==> src/rtl/cal_coarse_pkg.sv <==
package cal_coarse_pkg;

  typedef enum logic [1:0] {
    ST_IDLE   = 2'd0,
    ST_SETTLE = 2'd1,
    ST_COUNT  = 2'd2,
    ST_EVAL   = 2'd3
  } calState_t;

  // Strobes from control to datapath
  typedef struct packed {
    logic clrCnt;   // clear both counters together
    logic countEn;  // measurement window is open
  } calStrobe_t;

endpackage

==> src/rtl/cal_edge_sync.sv <==
module cal_edge_sync #(
  parameter int STAGES = 2
) (
  input  logic clk,
  input  logic rstN,
  input  logic asyncToggle,
  output logic edgePulse
);
  localparam int CHAIN_W = STAGES + 1;

  logic [CHAIN_W-1:0] chain;

  always_ff @(posedge clk or negedge rstN) begin
    if (!rstN) chain <= '0;
    else       chain <= {chain[CHAIN_W-2:0], asyncToggle};
  end

  // Oldest bit holds last synchronized level; a difference is one edge
  assign edgePulse = chain[CHAIN_W-1] ^ chain[CHAIN_W-2];

endmodule

==> src/rtl/cal_datapath.sv <==
module cal_datapath
  import cal_coarse_pkg::*;
#(
  parameter int CNT_W = 16
) (
  input  logic             clk,
  input  logic             rstN,
  input  calStrobe_t       strobe,
  input  logic             refEdge,
  input  logic             fbEdge,
  input  logic [CNT_W-1:0] winLen,
  output logic             winEnd,
  output logic             fbNotAbove
);
  localparam logic [CNT_W-1:0] CNT_MAX = '1;

  logic [CNT_W-1:0] refCnt;
  logic [CNT_W-1:0] fbCnt;
  logic [CNT_W:0]   refNext;

  assign refNext = {1'b0, refCnt} + {{CNT_W{1'b0}}, 1'b1};

  always_ff @(posedge clk or negedge rstN) begin
    if (!rstN) begin
      refCnt <= '0;
      fbCnt  <= '0;
    end else if (strobe.clrCnt) begin
      refCnt <= '0;
      fbCnt  <= '0;
    end else if (strobe.countEn) begin
      if (refEdge) refCnt <= refNext[CNT_W-1:0];
      if (fbEdge && (fbCnt != CNT_MAX)) fbCnt <= fbCnt + 1'b1;
    end
  end

  // Window closes on the winLen-th reference edge (zero behaves as one)
  assign winEnd     = strobe.countEn && refEdge && (refNext >= {1'b0, winLen});
  assign fbNotAbove = (fbCnt <= refCnt);

  // feedback counter saturates instead of wrapping
  p_no_overflow_r4: assert property (@(posedge clk) disable iff (!rstN)
    (strobe.countEn && !strobe.clrCnt && fbCnt == CNT_MAX) |=> (fbCnt == CNT_MAX));

  // both counters start each window from zero
  p_clear_together_r3: assert property (@(posedge clk) disable iff (!rstN)
    strobe.clrCnt |=> (refCnt == '0 && fbCnt == '0));

  // reference count never runs past the programmed window
  p_window_bound_r3: assert property (@(posedge clk) disable iff (!rstN)
    (strobe.countEn && winLen != '0) |-> (refCnt < winLen));

endmodule

==> src/rtl/cal_control.sv <==
module cal_control
  import cal_coarse_pkg::*;
#(
  parameter int CODE_W = 5,
  parameter int CNT_W  = 16
) (
  input  logic              clk,
  input  logic              rstN,
  input  logic              start,
  input  logic [CNT_W-1:0]  settleLen,
  input  logic              winEnd,
  input  logic              fbNotAbove,
  output calStrobe_t        strobe,
  output logic [CODE_W-1:0] code,
  output logic              busy,
  output logic              done,
  output logic              fail
);
  localparam logic [CODE_W-1:0] CODE_TOP = '1;
  localparam logic [CODE_W-1:0] CODE_ONE = CODE_W'(1);

  calState_t        state;
  logic [CNT_W-1:0] settleCnt;

  always_comb begin
    strobe.clrCnt  = (state == ST_SETTLE) && (settleCnt == '0);
    strobe.countEn = (state == ST_COUNT);
  end

  always_ff @(posedge clk or negedge rstN) begin
    if (!rstN) begin
      state     <= ST_IDLE;
      settleCnt <= '0;
      code      <= CODE_TOP;
      busy      <= 1'b0;
      done      <= 1'b0;
      fail      <= 1'b0;
    end else begin
      unique case (state)
        ST_IDLE: begin
          if (start) begin
            state     <= ST_SETTLE;
            settleCnt <= settleLen;
            code      <= CODE_TOP;
            busy      <= 1'b1;
            done      <= 1'b0;
            fail      <= 1'b0;
          end
        end
        ST_SETTLE: begin
          if (settleCnt == '0) state <= ST_COUNT;
          else                 settleCnt <= settleCnt - 1'b1;
        end
        ST_COUNT: begin
          if (winEnd) state <= ST_EVAL;
        end
        ST_EVAL: begin
          if (fbNotAbove) begin
            state <= ST_IDLE;
            busy  <= 1'b0;
            done  <= 1'b1;
          end else if (code == '0) begin
            state <= ST_IDLE;
            busy  <= 1'b0;
            fail  <= 1'b1;
          end else begin
            state     <= ST_SETTLE;
            settleCnt <= settleLen;
            code      <= code - CODE_ONE;
          end
        end
        default: state <= ST_IDLE;
      endcase
    end
  end

  // status flags exclusive
  p_status_excl_r9: assert property (@(posedge clk) disable iff (!rstN)
    $onehot0({busy, done, fail}));

  // during a search the code only holds or drops by one
  p_code_step_r6: assert property (@(posedge clk) disable iff (!rstN)
    ($past(busy) && busy) |-> (code == $past(code) || code == $past(code) - CODE_ONE));

  // fail only at the bottom code
  p_fail_floor_r7: assert property (@(posedge clk) disable iff (!rstN)
    $rose(fail) |-> (code == '0));

  // idle code holds until a start
  p_code_hold_r9: assert property (@(posedge clk) disable iff (!rstN)
    (!busy && !start) |=> $stable(code));

  // start from idle raises busy at the top code
  p_start_r2: assert property (@(posedge clk) disable iff (!rstN)
    (!busy && start) |=> (busy && code == CODE_TOP));

endmodule

==> src/rtl/cal_coarse_tune.sv <==
module cal_coarse_tune
  import cal_coarse_pkg::*;
#(
  parameter int CODE_W      = 5,
  parameter int CNT_W       = 16,
  parameter int SYNC_STAGES = 2
) (
  input  logic              clk,
  input  logic              rstN,
  input  logic              start,
  input  logic [CNT_W-1:0]  winLen,
  input  logic [CNT_W-1:0]  settleLen,
  input  logic              refEdge,
  input  logic              fbToggle,
  output logic [CODE_W-1:0] coarseCode,
  output logic              busy,
  output logic              done,
  output logic              fail
);
  calStrobe_t strobe;
  logic       fbEdge;
  logic       winEnd;
  logic       fbNotAbove;

  cal_edge_sync #(.STAGES(SYNC_STAGES)) uSync (
    .clk(clk), .rstN(rstN), .asyncToggle(fbToggle), .edgePulse(fbEdge)
  );

  cal_datapath #(.CNT_W(CNT_W)) uPath (
    .clk(clk), .rstN(rstN), .strobe(strobe), .refEdge(refEdge),
    .fbEdge(fbEdge), .winLen(winLen), .winEnd(winEnd), .fbNotAbove(fbNotAbove)
  );

  cal_control #(.CODE_W(CODE_W), .CNT_W(CNT_W)) uCtl (
    .clk(clk), .rstN(rstN), .start(start), .settleLen(settleLen),
    .winEnd(winEnd), .fbNotAbove(fbNotAbove), .strobe(strobe),
    .code(coarseCode), .busy(busy), .done(done), .fail(fail)
  );

endmodule

==> config.mk <==
export PLATFORM = sky130hd
export DESIGN_NAME = cal_coarse_tune
export DESIGN_NICKNAME = d
export VERILOG_FILES = /design/src/rtl/cal_coarse_pkg.sv /design/src/rtl/cal_edge_sync.sv /design/src/rtl/cal_datapath.sv /design/src/rtl/cal_control.sv /design/src/rtl/cal_coarse_tune.sv
export SDC_FILE = /design/constraint.sdc
export NUM_CORES = 1
export LEC_CHECK = 0
export BUFFER_PORTS_ARGS = -buffer_cell sky130_fd_sc_hd__buf_2
export CORE_MARGIN = 2
export CORE_UTILIZATION = 45
export CTS_BUF_LIST = sky130_fd_sc_hd__clkbuf_16
export DETAILED_ROUTE_END_ITERATION = 10
export PLACE_DENSITY = 0.62
export REMOVE_ABC_BUFFERS = 1
export SLEW_MARGIN = 5
export SYNTH_ARGS = -nofsm -noshare
export SYNTH_HDL_FRONTEND = slang
export SYNTH_SLANG_ARGS = --single-unit
export TNS_END_PERCENT = 30
==> constraint.sdc <==
create_clock -name clk -period 5.3 [get_ports clk]
set_input_delay 0.795 -clock clk [delete_from_list [all_inputs] [get_ports clk]]
set_output_delay 0.795 -clock clk [all_outputs]
set_load 0.01 [all_outputs]
==> out/metrics.cfg <==
[status]
status = completed

[synthesis]
ys_seq_area_share_pct = 35.5
postSynthRegisterBits = 61
netlist_top_cells_count = 65 x nor2_1, 56 x dfrtp_1, 45 x inv_1, 43 x nand2_1, 40 x ha_1
synth_most_common_cell = nor2_1
synthCells = 504
netlist.area_leader.share_pct = 32.5
yosysTopAreaCell = dfrtp_1
yosysWarnings = 0
async_flop_share_pct = 100
synth.top_cells.by_area = dfrtp_1 32%, ha_1 12%, xnor2_1 6.1%
synth_cell_types = 54
netlist_area_um2 = 4320
synth_edf_count = 0
synth_top_flop_cell = dfrtp_1
avgSynthCellArea_um2 = 8.56

[finish]
n_antenna_cell = 0
nets = 628
area_growth_pct = 14.0
layout-drive-gt1-share_pct = 14.4
final_core_util_pct = 53.0
fin_area_um2 = 4920

[timing]
rsz0062_at_grt = no
tightest_slew_ps = 847
slew_violations = 0
fmax_ghz = 0.276
fin_tns_setup_ps = 0
slew_headroom_pct = 43.1
setup_viol = 0
period_minus_slack_ps = 3620
hold_violations = 0
skew_ps = 7.75
finalCritPeriodShare_pct = 68.4

[cts]
cts-root-buf = clkbuf_16
cts_resized = 0
cts.path.max_buffers = 2
htreeDepth = 3
clock_sinks = 61
tritoncts = done
path_clk_slew_ps = 60
cts_hold_buffers = 0
clk-insertion-delay-late_ps = 320
post_cts_buffers = 0
cts_buffers = 9

[global_route]
grt_pass1_vias = 3623
grtUsageTotal_pct = 20.2
grt_pass1_wl_um = 16700
antenna_found_initial = 0
grt_max_degree = 62
grt_overflow_total = 0

[route]
wl_met3_um = 357
vias_per_cell = 5.43
drt-wirelength-per-cell_um = 14.2
routed_wl_um = 9720
met2_wirelength_um = 4390
drc = 0
top_layer = met4
num_vias = 3719
drtPass1Iterations = 4
postRouteAntennaNets = 0
wl_met1_um = 4850
first_iter_violations = 123

[floorplanning]
die_y_um = 102
io_pins = 45
start_util_pct = 46.5
fp-row-count = 35
die_area_um2 = 10400
fp.dieW_um = 102
core_um2 = 9280

[worst_setup_path]
cp.arrival_ps = 3800
r2r_end = uCtl.state[0]$_DFFE_PN0P_
critPathCaptureType = flip-flop
crit_required_ps = 5480
worstSetupPathType = reg -> reg
reg2regPathDepth = 14
crit_path_max_fanout = 5
critPathLaunchType = flip-flop
regToRegSetupSlack_ps = 1680
crit_start = uPath.refCnt[0]$_DFFE_PN0P_
reg2reg_from = uPath.refCnt[0]$_DFFE_PN0P_

[hold_path]
worstHoldStart = uSync.chain[0]$_DFF_PN0_
hold_end = uSync.chain[1]$_DFF_PN0_
whs_path_depth = 0
min_path_type = reg -> reg

[placement]
place_congestion = 0.788
portBuffers = 44
hpwl_um = 7090
placed_cell_area_um2 = 4670

[job]
maxCapViolCount = 0

[power]
ir_drop_v = 0.000231
power.density_nw_per_um2 = 439
cellLeakagePower_uw = 0.00223

[routing by layer]
layer | GRT usage (%) | vias to the layer above
li1 | - | 1885
met1 | 27.8 | 1748
met2 | 33.1 | 75
met3 | 2.60 | 11
met4 | 6.15 | 0
met5 | 0 | -
[worst max path at each step]
stage / to / depth (start not counted)
6_report: uCtl.state[0]$_DFFE_PN0P_ / 14
5_1_grt: uCtl.state[0]$_DFFE_PN0P_ / 15
4_1_cts: uCtl.state[0]$_DFFE_PN0P_ / 14
3_5_place_dp: uCtl.state[0]$_DFFE_PN0P_ / 14
3_3_place_gp: uCtl.state[0]$_DFFE_PN0P_ / 14
2_1_floorplan: uCtl.settleCnt[10]$_DFFE_PN0P_ / 8
[power by group]
part	leakage (uW)	switching [uW]	internal, uW	total, uW
registers	0.000738	160	604	765
clock network	0.000138	199	306	505
logic	0.00136	516	373	889
[state kept, by name, summed over array words and instances (netlist names)]
| signal | cells |
|---|---|
| uCtl.fail | 1 |
| uPath.fbCnt | 16 |
| uCtl.busy | 1 |
| uCtl.code | 5 |
| uCtl.done | 1 |
| uCtl.settleCnt | 16 |
| uPath.refCnt | 16 |
| uCtl.state | 2 |
| uSync.chain | 3 |
[critical path, stage by stage (launching register included)]
cell and delay [ps]:
dfrtp_1 450, ha_1 240, nand3_1 190, nor4_2 480
and3_1 290, nand3_1 180, xnor2_1 170, ha_1 290
and4_1 200, a41oi_1 200, o21ai_0 110, a211oi_1 190
o21ai_0 230, a21oi_1 200, a41oi_1 60
[cell usage in the layout (no fill, tap or decap), types with 3 or more instances in the layout]
cell,instances
nor2_1,65
dfstp_2,5
xor2_1,12
nor2b_1,4
buf_4,3
o22ai_1,6
and4_1,4
nor3_1,19
and3_1,4
o221a_2,7
a31oi_1,6
nand2_1,43
nor4_1,4
clkinv_1,3
a41oi_1,4
clkbuf_16,9
dfrtp_1,56
nand3_1,18
nand4_1,16
ha_1,40
or3_1,5
nand2b_1,3
a21oi_1,30
o21bai_1,3
xnor2_1,30
buf_2,44
mux2i_1,5
o21ai_0,24
inv_1,48
[cell families (layout without fill, tap and decap cells)]
logic type | Yosys count | after routing | synth area share (%)
mux | 6 | 6 | 1.42
simple gates | 198 | 198 | 22.6
buf+inv | 57 | 109 | 5.25
fa+ha+maj | 40 | 40 | 11.6
flops | 61 | 61 | 35.5
compound gates | 100 | 100 | 15.1
xor+xnor | 42 | 42 | 8.52
[stage by stage]
stage                     cells  power, uW  hold WS [ps]  setup slack, ps
after floorplan             493       1390           331             2110
after global placement      669       1630           335             1840
after detailed placement    669       1660           338             1670
after CTS                   685       2170           349             1660
after global routing        685       2340           351             1340
final                       685       2160           348             1680
[final cells by class]
class / instances / area, um2
clock buffers: 9 / 225
clock inverters: 7 / 28.8
fillers: 906 / 4360
inverters: 46 / 173
multi-input cells: 386 / 2560
flip-flops and latches: 61 / 1530
well taps: 129 / 161
repair buffers: 47 / 243
No activity file was read; power rests on OpenSTA's default activity.
